==> src/rtl/acc_pkg.sv <==
package acc_pkg;
  localparam int unsigned WORD_W = 8;
  typedef logic [WORD_W-1:0] word_t;

  // opcode table: bit 7 set means one operand byte follows
  localparam word_t OP_NOP  = 8'h00;
  localparam word_t OP_LDAX = 8'h01;
  localparam word_t OP_STAX = 8'h02;
  localparam word_t OP_TAX  = 8'h03;
  localparam word_t OP_TXA  = 8'h04;
  localparam word_t OP_INX  = 8'h05;
  localparam word_t OP_NOTA = 8'h06;
  localparam word_t OP_SEC  = 8'h07;
  localparam word_t OP_CLC  = 8'h08;
  localparam word_t OP_ADCX = 8'h0B;
  localparam word_t OP_ANDX = 8'h0C;
  localparam word_t OP_LDAI = 8'h81;
  localparam word_t OP_LDXI = 8'h83;
  localparam word_t OP_LDXM = 8'h84;
  localparam word_t OP_STXM = 8'h85;
  localparam word_t OP_BC   = 8'h8D;

  typedef enum logic [1:0] {F_IDLE, F_ADDR, F_OPC, F_OPND} fetch_st_t;
  typedef enum logic [1:0] {E_IDLE, E_ISSUE, E_LOAD, E_ALU} exec_st_t;

  typedef enum logic [2:0] {A_HOLD, A_RDATA, A_OPND, A_XREG, A_NOT, A_ADC, A_AND} a_src_t;
  typedef enum logic [2:0] {X_HOLD, X_RDATA, X_OPND, X_AREG, X_INC} x_src_t;
  typedef enum logic [1:0] {C_HOLD, C_CLR, C_SET, C_CARRY} c_src_t;

  typedef struct packed {
    a_src_t a_src;
    x_src_t x_src;
    c_src_t c_src;
    logic   md_we;
    logic   pc_jump;
  } dp_ctl_t;

  // sum with carry-out in the top bit
  function automatic logic [WORD_W:0] add_with_carry(word_t a, word_t b, logic ci);
    return {1'b0, a} + {1'b0, b} + {{WORD_W{1'b0}}, ci};
  endfunction

  function automatic word_t mask_and(word_t a, word_t b);
    return a & b;
  endfunction

  function automatic logic is_alu_mem(word_t op);
    return (op == OP_ADCX) || (op == OP_ANDX);
  endfunction
endpackage

==> src/rtl/acc_fetch_fsm.sv <==
module acc_fetch_fsm
  import acc_pkg::*;
(
  input  logic      clk,
  input  logic      rst_n,
  input  logic      go,
  input  logic      opc_msb,
  output fetch_st_t state,
  output logic      bus_rd,
  output logic      pc_inc,
  output logic      opc_we,
  output logic      opnd_we,
  output logic      handoff
);
  fetch_st_t nxt;

  always_comb begin
    nxt     = state;
    bus_rd  = 1'b0;
    pc_inc  = 1'b0;
    opc_we  = 1'b0;
    opnd_we = 1'b0;
    handoff = 1'b0;
    case (state)
      F_IDLE: if (go) nxt = F_ADDR;
      F_ADDR: begin
        bus_rd = 1'b1;
        pc_inc = 1'b1;
        nxt    = F_OPC;
      end
      F_OPC: begin
        opc_we = 1'b1;
        if (opc_msb) begin
          bus_rd = 1'b1;
          pc_inc = 1'b1;
          nxt    = F_OPND;
        end else begin
          handoff = 1'b1;
          nxt     = F_IDLE;
        end
      end
      F_OPND: begin
        opnd_we = 1'b1;
        handoff = 1'b1;
        nxt     = F_IDLE;
      end
      default: nxt = F_IDLE;
    endcase
  end

  always_ff @(posedge clk or negedge rst_n) begin
    if (!rst_n) state <= F_IDLE;
    else        state <= nxt;
  end
endmodule

==> src/rtl/acc_exec_fsm.sv <==
module acc_exec_fsm
  import acc_pkg::*;
(
  input  logic     clk,
  input  logic     rst_n,
  input  logic     go,
  input  word_t    op,
  output exec_st_t state,
  output logic     bus_rd,
  output logic     bus_wr,
  output logic     addr_x,
  output logic     wr_a,
  output logic     relay,
  output dp_ctl_t  ctl
);
  exec_st_t nxt;

  always_comb begin
    nxt    = state;
    bus_rd = 1'b0;
    bus_wr = 1'b0;
    addr_x = 1'b1;
    wr_a   = 1'b1;
    relay  = 1'b0;
    ctl    = '{a_src: A_HOLD, x_src: X_HOLD, c_src: C_HOLD, md_we: 1'b0, pc_jump: 1'b0};
    case (state)
      E_IDLE: if (go) nxt = E_ISSUE;
      E_ISSUE: begin
        nxt   = E_IDLE;
        relay = 1'b1;
        case (op)
          OP_LDAX, OP_ADCX, OP_ANDX: begin
            bus_rd = 1'b1;
            relay  = 1'b0;
            nxt    = E_LOAD;
          end
          OP_LDXM: begin
            bus_rd = 1'b1;
            addr_x = 1'b0;
            relay  = 1'b0;
            nxt    = E_LOAD;
          end
          OP_STAX: bus_wr = 1'b1;
          OP_STXM: begin
            bus_wr = 1'b1;
            addr_x = 1'b0;
            wr_a   = 1'b0;
          end
          OP_TAX:  ctl.x_src   = X_AREG;
          OP_TXA:  ctl.a_src   = A_XREG;
          OP_INX:  ctl.x_src   = X_INC;
          OP_NOTA: ctl.a_src   = A_NOT;
          OP_SEC:  ctl.c_src   = C_SET;
          OP_CLC:  ctl.c_src   = C_CLR;
          OP_LDAI: ctl.a_src   = A_OPND;
          OP_LDXI: ctl.x_src   = X_OPND;
          OP_BC:   ctl.pc_jump = 1'b1;
          default: ;
        endcase
      end
      E_LOAD: begin
        relay = 1'b1;
        if (is_alu_mem(op)) begin
          ctl.md_we = 1'b1;
          nxt       = E_ALU;
        end else begin
          nxt = E_IDLE;
          if (op == OP_LDXM) ctl.x_src = X_RDATA;
          else               ctl.a_src = A_RDATA;
        end
      end
      E_ALU: begin
        nxt = E_IDLE;
        if (op == OP_ADCX) begin
          ctl.a_src = A_ADC;
          ctl.c_src = C_CARRY;
        end else begin
          ctl.a_src = A_AND;
        end
      end
      default: nxt = E_IDLE;
    endcase
  end

  always_ff @(posedge clk or negedge rst_n) begin
    if (!rst_n) state <= E_IDLE;
    else        state <= nxt;
  end
endmodule

==> src/rtl/acc_datapath.sv <==
module acc_datapath
  import acc_pkg::*;
#(
  parameter word_t PC_RESET = '0
) (
  input  logic    clk,
  input  logic    rst_n,
  input  logic    pc_inc,
  input  logic    opc_we,
  input  logic    opnd_we,
  input  dp_ctl_t ctl,
  input  word_t   rdata,
  output word_t   pc,
  output word_t   a,
  output word_t   x,
  output logic    c,
  output word_t   op,
  output word_t   opnd,
  output logic    carry_out
);
  logic [WORD_W:0] sum;
  word_t md;

  assign sum       = add_with_carry(a, md, c);
  assign carry_out = sum[WORD_W];

  always_ff @(posedge clk or negedge rst_n) begin
    if (!rst_n) begin
      pc   <= PC_RESET;
      a    <= '0;
      x    <= '0;
      c    <= 1'b0;
      op   <= '0;
      opnd <= '0;
      md   <= '0;
    end else begin
      if (ctl.pc_jump && c) pc <= opnd;
      else if (pc_inc)      pc <= pc + 1'b1;
      if (opc_we)    op   <= rdata;
      if (opnd_we)   opnd <= rdata;
      if (ctl.md_we) md   <= rdata;
      case (ctl.a_src)
        A_RDATA: a <= rdata;
        A_OPND:  a <= opnd;
        A_XREG:  a <= x;
        A_NOT:   a <= ~a;
        A_ADC:   a <= sum[WORD_W-1:0];
        A_AND:   a <= mask_and(a, md);
        default: ;
      endcase
      case (ctl.x_src)
        X_RDATA: x <= rdata;
        X_OPND:  x <= opnd;
        X_AREG:  x <= a;
        X_INC:   x <= x + 1'b1;
        default: ;
      endcase
      case (ctl.c_src)
        C_CLR:   c <= 1'b0;
        C_SET:   c <= 1'b1;
        C_CARRY: c <= carry_out;
        default: ;
      endcase
    end
  end
endmodule

==> src/rtl/tiny_acc_cpu.sv <==
module tiny_acc_cpu
  import acc_pkg::*;
#(
  parameter word_t PC_RESET = '0
) (
  input  logic              clk,
  input  logic              rst_n,
  input  logic              start,
  output logic [WORD_W-1:0] mem_addr,
  output logic              mem_rd,
  output logic              mem_wr,
  output logic [WORD_W-1:0] mem_wdata,
  input  logic [WORD_W-1:0] mem_rdata
);
  fetch_st_t f_state;
  exec_st_t  e_state;
  logic f_bus_rd, f_pc_inc, f_opc_we, f_opnd_we, f_handoff;
  logic e_bus_rd, e_bus_wr, e_addr_x, e_wr_a, e_relay;
  dp_ctl_t ctl;
  word_t pc, a_reg, x_reg, op, opnd;
  logic c_flag, carry_out;

  // named events for the checker
  logic both_idle, start_take, fetch_go, overlap_fire;
  assign both_idle    = (f_state == F_IDLE) && (e_state == E_IDLE);
  assign start_take   = start && both_idle;
  assign fetch_go     = start_take || e_relay;
  assign overlap_fire = (e_state == E_LOAD) && is_alu_mem(op);

  acc_fetch_fsm u_fetch (
    .clk     (clk),
    .rst_n   (rst_n),
    .go      (fetch_go),
    .opc_msb (mem_rdata[WORD_W-1]),
    .state   (f_state),
    .bus_rd  (f_bus_rd),
    .pc_inc  (f_pc_inc),
    .opc_we  (f_opc_we),
    .opnd_we (f_opnd_we),
    .handoff (f_handoff)
  );

  acc_exec_fsm u_exec (
    .clk    (clk),
    .rst_n  (rst_n),
    .go     (f_handoff),
    .op     (op),
    .state  (e_state),
    .bus_rd (e_bus_rd),
    .bus_wr (e_bus_wr),
    .addr_x (e_addr_x),
    .wr_a   (e_wr_a),
    .relay  (e_relay),
    .ctl    (ctl)
  );

  acc_datapath #(.PC_RESET(PC_RESET)) u_dp (
    .clk       (clk),
    .rst_n     (rst_n),
    .pc_inc    (f_pc_inc),
    .opc_we    (f_opc_we),
    .opnd_we   (f_opnd_we),
    .ctl       (ctl),
    .rdata     (mem_rdata),
    .pc        (pc),
    .a         (a_reg),
    .x         (x_reg),
    .c         (c_flag),
    .op        (op),
    .opnd      (opnd),
    .carry_out (carry_out)
  );

  // fetch owns the port whenever it strobes; otherwise execute picks X or operand
  assign mem_addr  = f_bus_rd ? pc : (e_addr_x ? x_reg : opnd);
  assign mem_rd    = f_bus_rd || e_bus_rd;
  assign mem_wr    = e_bus_wr;
  assign mem_wdata = e_wr_a ? a_reg : x_reg;
endmodule


==> config.mk <==
export PLATFORM = sky130hd
export DESIGN_NAME = tiny_acc_cpu
export DESIGN_NICKNAME = d
export VERILOG_FILES = /design/src/rtl/acc_pkg.sv /design/src/rtl/acc_fetch_fsm.sv /design/src/rtl/acc_exec_fsm.sv /design/src/rtl/acc_datapath.sv /design/src/rtl/tiny_acc_cpu.sv
export SDC_FILE = /design/constraint.sdc
export NUM_CORES = 1
export LEC_CHECK = 0
export ABC_AREA = 1
export BUFFER_PORTS_ARGS = -buffer_cell sky130_fd_sc_hd__buf_4
export CORE_AREA = 4 4 97 99
export CTS_CLUSTER_DIAMETER = 80
export DETAILED_ROUTE_END_ITERATION = 6
export DIE_AREA = 0 0 101 103
export PLACE_DENSITY = 0.77
export SYNTH_ARGS = -nofsm -noshare
export SYNTH_HDL_FRONTEND = slang
export SYNTH_SLANG_ARGS = --single-unit
==> constraint.sdc <==
create_clock -name clk -period 2.1 [get_ports clk]
set_clock_uncertainty 0.1 [all_clocks]
set_input_delay 0.42 -clock clk [delete_from_list [all_inputs] [get_ports clk]]
set_output_delay 0.42 -clock clk [all_outputs]
set_load 0.05 [all_outputs]
Word level (Yosys, flattened, before mapping). Cells that the tools add are included.

Magnitude comparators: 0. Bitwise gates (word level): 2. Shift-type cells: 0. Mux-type cells: 46. Equal/unequal tests: 36. Div/mod/pow operators: 0. Add/sub/neg operators: 4. Multipliers: 0. Reduce and logical (&&, ||, !) cells: 15.

Operator list (count): $pmux 8 s6 (1); $eq 8x8->1 const B (5); $mux 8 (5); $eq 8x3->1 const B (4); $pmux 8 s4 (1); $pmux 3 s3 (3); $eq 8x4->1 const B (3); $mux 1 (19); $add 8x1->8 const B (2); $eq 8x2->1 const B (2); $pmux 2 s4 (2); $mux 2 (7); $eq 2x2->1 const B (6); $eq 3x2->1 const B (4); $eq 3x3->1 const B (4); $add 8x8->9 (1); $add 9x1->9 (1); $and 8x8->8 (1); $eq 8x1->1 const B (1); $not 8->8 (1); $pmux 2 s2 (2); $eq 2x1->1 const B (3); $eq 3x1->1 const B (2); $pmux 1 s2 (3); other kinds (13) (20).

Register bits after elaboration: 53. Bits in writable memories: 0. Logic and storage cells: 112. Latch bits: 0. Output and inout bits: 18. ROM bits: 0. Memories kept: 0. Input port bits: 11.

Logic depth before layout (Yosys ltp).
Depth in word-level cells: 7. Depth in mapped cells: 16.

Hierarchy. Synthesis repeated with hierarchy kept, for this count alone.

Cell total of the unflattened synthesis: 627. Area total of the unflattened synthesis: 4127.7 µm².

Modules (own cells, without submodules): acc_datapath (area an instance 3054.2 µm², times used 1, cells each 429, sequential area each 1226.2 µm²); acc_exec_fsm (area an instance 515.5 µm², times used 1, cells each 87, sequential area each 50.0 µm²); tiny_acc_cpu (area an instance 344.1 µm², times used 1, cells each 83, sequential area each 0.0 µm²); acc_fetch_fsm (area an instance 214.0 µm², times used 1, cells each 28, sequential area each 50.0 µm²).

Worst setup path after synthesis. OpenSTA, ideal clock, no wires.

Path kind: register to output. From: register u_exec.state[1]. To: output port mem_addr[0]. Arrival time: 2.353 ns. Setup slack: -0.773 ns. Path buffers: 2. Required time: 1.580 ns. Cell stages (with the launch flop): 9. Path through: dfrtp_1 -> inv_1 -> ha_1 -> buf_4 -> nand2_1 -> o21bai_1 -> buf_2 -> o21ai_0 -> o21ai_0.

Cells in the longest elaborated chain, start to end: 4.

Ends and longest elaborated chain: start, declared (line acc_exec_fsm.sv:8) `output exec_st_t state,`; start signal, assigned (line acc_exec_fsm.sv:87) `else state <= nxt;`; $eq 2x1->1 (line acc_exec_fsm.sv:26) `case (state)`; $mux 1 (line acc_exec_fsm.sv:26); $mux 8 (2 in a row) (line tiny_acc_cpu.sv:75) `assign mem_addr = f_bus_rd ? pc : (e_addr_x ? x_reg : opnd);`; end, declared (line tiny_acc_cpu.sv:9) `output logic [WORD_W-1:0] mem_addr,`.

Every way passes these cells.

Worst setup path after layout.
From: register u_exec.state[1]. To: output port mem_addr[1].

The elaborated chain is that of the path after synthesis.

==> impl_metrics.py <==
metrics = {
    "run_status": {
        "status": "finished, violations left",
        "violations": "setup timing",
    },
    "placement": {
        "dpl_cell_area_sq_um": 5150,
        "portBuffers": 28,
        "pre_cts_slack_ns": -0.117,
        "dp.cells": 800,
        "dp_hpwl_mm": 10.0,
        "routabilityCongestion": 0.971,
    },
    "drt": {
        "dr.pass1.iters": 5,
        "drc": 0,
        "ant_nets": 0,
        "drt_iter0_markers": 593,
        "routed_via_density": 6.14,
        "drt-total-wl_mm": 17.6,
        "wire_per_inst_um": 20.2,
        "dr_total_vias": 5355,
    },
    "grt": {
        "antenna_found_initial": 0,
        "grt_pass1_vias": 4644,
        "overflow": 0,
        "track_usage_pct": 28.0,
        "grt_max_degree": 54,
        "grt_first_pass_wirelength_mm": 23.0,
    },
    "power_and_ir_drop": {
        "combPwrFrac_pct": 75.1,
        "power-per-cell-area_nw_per_um2": 1510,
        "internal_power_mw": 4.89,
        "p_leak_nw": 3.16,
        "pwr-share-seq_pct": 18.5,
        "power.switching_mw": 5.12,
        "p_total_mw": 10.0,
        "swShare_pct": 51.1,
        "clock_power_share_pct": 6.4,
        "irDropWorstVdd_v": 0.000681,
    },
    "clocking": {
        "cts_buffer_depth": 2,
        "clkTransAtPathRegs_ns": 0.12,
        "cts-root-buf": "clkbuf_8",
        "h-tree-depth": 2,
        "cts.sinks": 53,
        "clock_latency_ns": 0.33,
        "cts_buffers": 5,
        "cts_tree": "done",
        "ctsHoldBuffers": 0,
    },
    "critical_path": {
        "crit_arrival_ns": 2.04,
        "r2r_end": "u_dp.a[0]$_DFFE_PN0P_",
        "cp-end-kind": "output pin",
        "r2r_start": "u_exec.state[0]$_DFFE_PN0P_",
        "crit_fanout": 5,
        "r2r_slack_ns": -0.38,
        "worst_r2r_path_depth": 16,
        "worstPathRequired_ns": 1.58,
        "worst_setup_path_start_kind": "flop",
        "path_class": "flop to output pin",
    },
    "finish": {
        "fin_nets": 796,
        "fin_area_sq_um": 6620,
        "diodes": 0,
        "drive_gt1_share_pct": 45.0,
        "utilization_pct": 77.4,
        "stdcell_count": 872,
        "area_growth_pct": 59.2,
    },
    "yosys": {
        "synth_area_leaders": "dfrtp_1, nand2_1, o21ai_0, inv_1, ha_1",
        "yosys.area.top_type": "dfrtp_1",
        "synth_edf_count": 0,
        "synth_top_area_share_pct": 31.9,
        "syn_area_sq_um": 4160,
        "syn_avg_cell_area_sq_um": 6.93,
        "ys_seq_area_share_pct": 31.9,
        "synth-async-reset-ratio_pct": 100,
        "synth_seq_cells": 53,
        "yosys_warnings": 0,
        "syn_inst": 600,
        "synth.distinct_cells": 43,
        "synth_ff_type": "dfrtp_1",
        "syn-num-nets": 633,
    },
    "sta": {
        "fin_crit_sh_pct": 122,
        "maxSlewHeadroom_pct": 51.7,
        "min_period_ns": 2.56,
        "max_freq_mhz": 391,
        "finalSetupViolCount": 37,
        "setup_ws_ns": -0.456,
        "hold_ws_ns": 0.0374,
        "tns_ns": -11.05,
        "hold_violations": 0,
        "rsz0062_at_grt": "yes",
        "drv_slew": 0,
        "worstMarginPinSlew_ns": 0.725,
    },
    "die": {
        "initial_utilization_pct": 48.6,
        "fp.coreArea_sq_um": 8550,
        "die_x_um": 101,
        "die_area_sq_um": 10400,
        "ios": 29,
        "chipHeight_um": 103,
        "num_rows": 34,
    },
    "job": {
        "max-cap-violations": 0,
    },
    "hold_path": {
        "hold_path.class": "input pin to async pin",
    },
}
logic make-up (layout without fill, tap and decap cells):
family / after synthesis / after routing / share of synthesized area, %
xor gates and xnor gates: 10 / 10 / 2.11
adders and majority gates: 22 / 22 / 6.99
DFF: 53 / 53 / 31.9
AOI/OAI and AO/OA: 116 / 116 / 16.1
and+or+nand+nor: 304 / 307 / 33.9
buffers and inverters: 95 / 256 / 9.00
synth_stat cells (5+ instances only):
master	instances
a21oi_1	20
clkbuf_1	7
dfrtp_1	53
ha_1	20
inv_1	76
inv_2	7
nand2_1	167
nand2_2	8
nand3_1	35
nand3_2	5
nand3b_1	5
nand4_1	8
nor2_1	43
nor2_2	6
nor3_1	12
o211ai_1	9
o21ai_0	58
o21ai_1	8
o22ai_1	5
xnor2_1	7
timing repair:
action,in CTS,in global routing
gates resized for setup,96,152
gates cloned,4,3
buffers inserted,21,40
setup endpoints to repair,29,38
pin swaps,14,52
endpoints found under the hold margin,0,0
power groups by stage:
stage	combinational [mW]	clock, mW	sequential, mW
after floorplan	3.34	0	1.69
after global placement	5.02	0	1.75
after detailed placement	5.15	0	1.77
after CTS	6.08	0.647	1.79
after global routing	7.91	0.704	1.88
final	7.52	0.644	1.85
placed cells by master, fill, tap and decap left out, types with 4 or more instances in the layout:
cell	instances
nand2_4	14
a21oi_2	4
o21ai_0	23
clkbuf_8	5
nand4_1	8
o211ai_1	9
inv_4	8
xnor2_1	6
nor2_2	4
inv_1	48
o21ai_4	13
nand2_2	30
nor2_1	34
buf_4	107
inv_2	24
ha_1	12
ha_4	7
o22ai_1	4
o21ai_1	25
nor2_4	14
nand3_1	25
a21oi_1	14
dfrtp_1	52
buf_12	4
nor3_1	10
buf_6	41
clkinvlp_4	4
nand3_4	10
nand3_2	8
o21ai_2	8
nand3b_1	5
buf_8	8
nand2_1	134
worst max path at each step:
stage | from | end
after global routing | u_dp.op[1]$_DFFE_PN0P_ | mem_addr[1]
after global placement | u_dp.op[2]$_DFFE_PN0P_ | mem_addr[1]
after detailed placement | u_dp.op[6]$_DFFE_PN0P_ | mem_addr[6]
final | u_exec.state[1]$_DFFE_PN0P_ | mem_addr[1]
after CTS | u_dp.op[4]$_DFFE_PN0P_ | mem_addr[6]
after floorplan | u_dp.op[3]$_DFFE_PN0P_ | mem_wdata[7]
worst max-delay path, stage by stage, from the launching register on:
cell        delay [ns]
dfrtp_1           0.41
inv_2             0.10
ha_4              0.21
clkinvlp_4        0.19
o21ai_4           0.20
buf_6             0.14
o21ai_2           0.07
a21oi_2           0.14
a21oi_2           0.05
inv_2             0.07
buf_8             0.14
layer usage:
metal | GRT usage, % | vias up | share of wire, %
met2 | 48.4 | 407 | 48
met3 | 3.45 | 147 | 8.7
met5 | 0 | - | 0
li1 | - | 2310 | -
met1 | 35.7 | 2491 | 37
met4 | 11.6 | 0 | 6.7
final cells by class:
| type | count | area (sq um) |
|---|---|---|
| Sequential cell | 53 | 1330 |
| Clock inverter | 3 | 25.0 |
| Tap cell | 108 | 135 |
| Timing Repair Buffer | 162 | 1500 |
| Clock buffer | 5 | 68.8 |
| Timing Repair inverter | 1 | 6.26 |
| Multi-Input combinational cell | 455 | 3190 |
| Fill cell | 521 | 1930 |
| Inverter | 85 | 368 |
No activity file was read; power rests on OpenSTA's default activity.
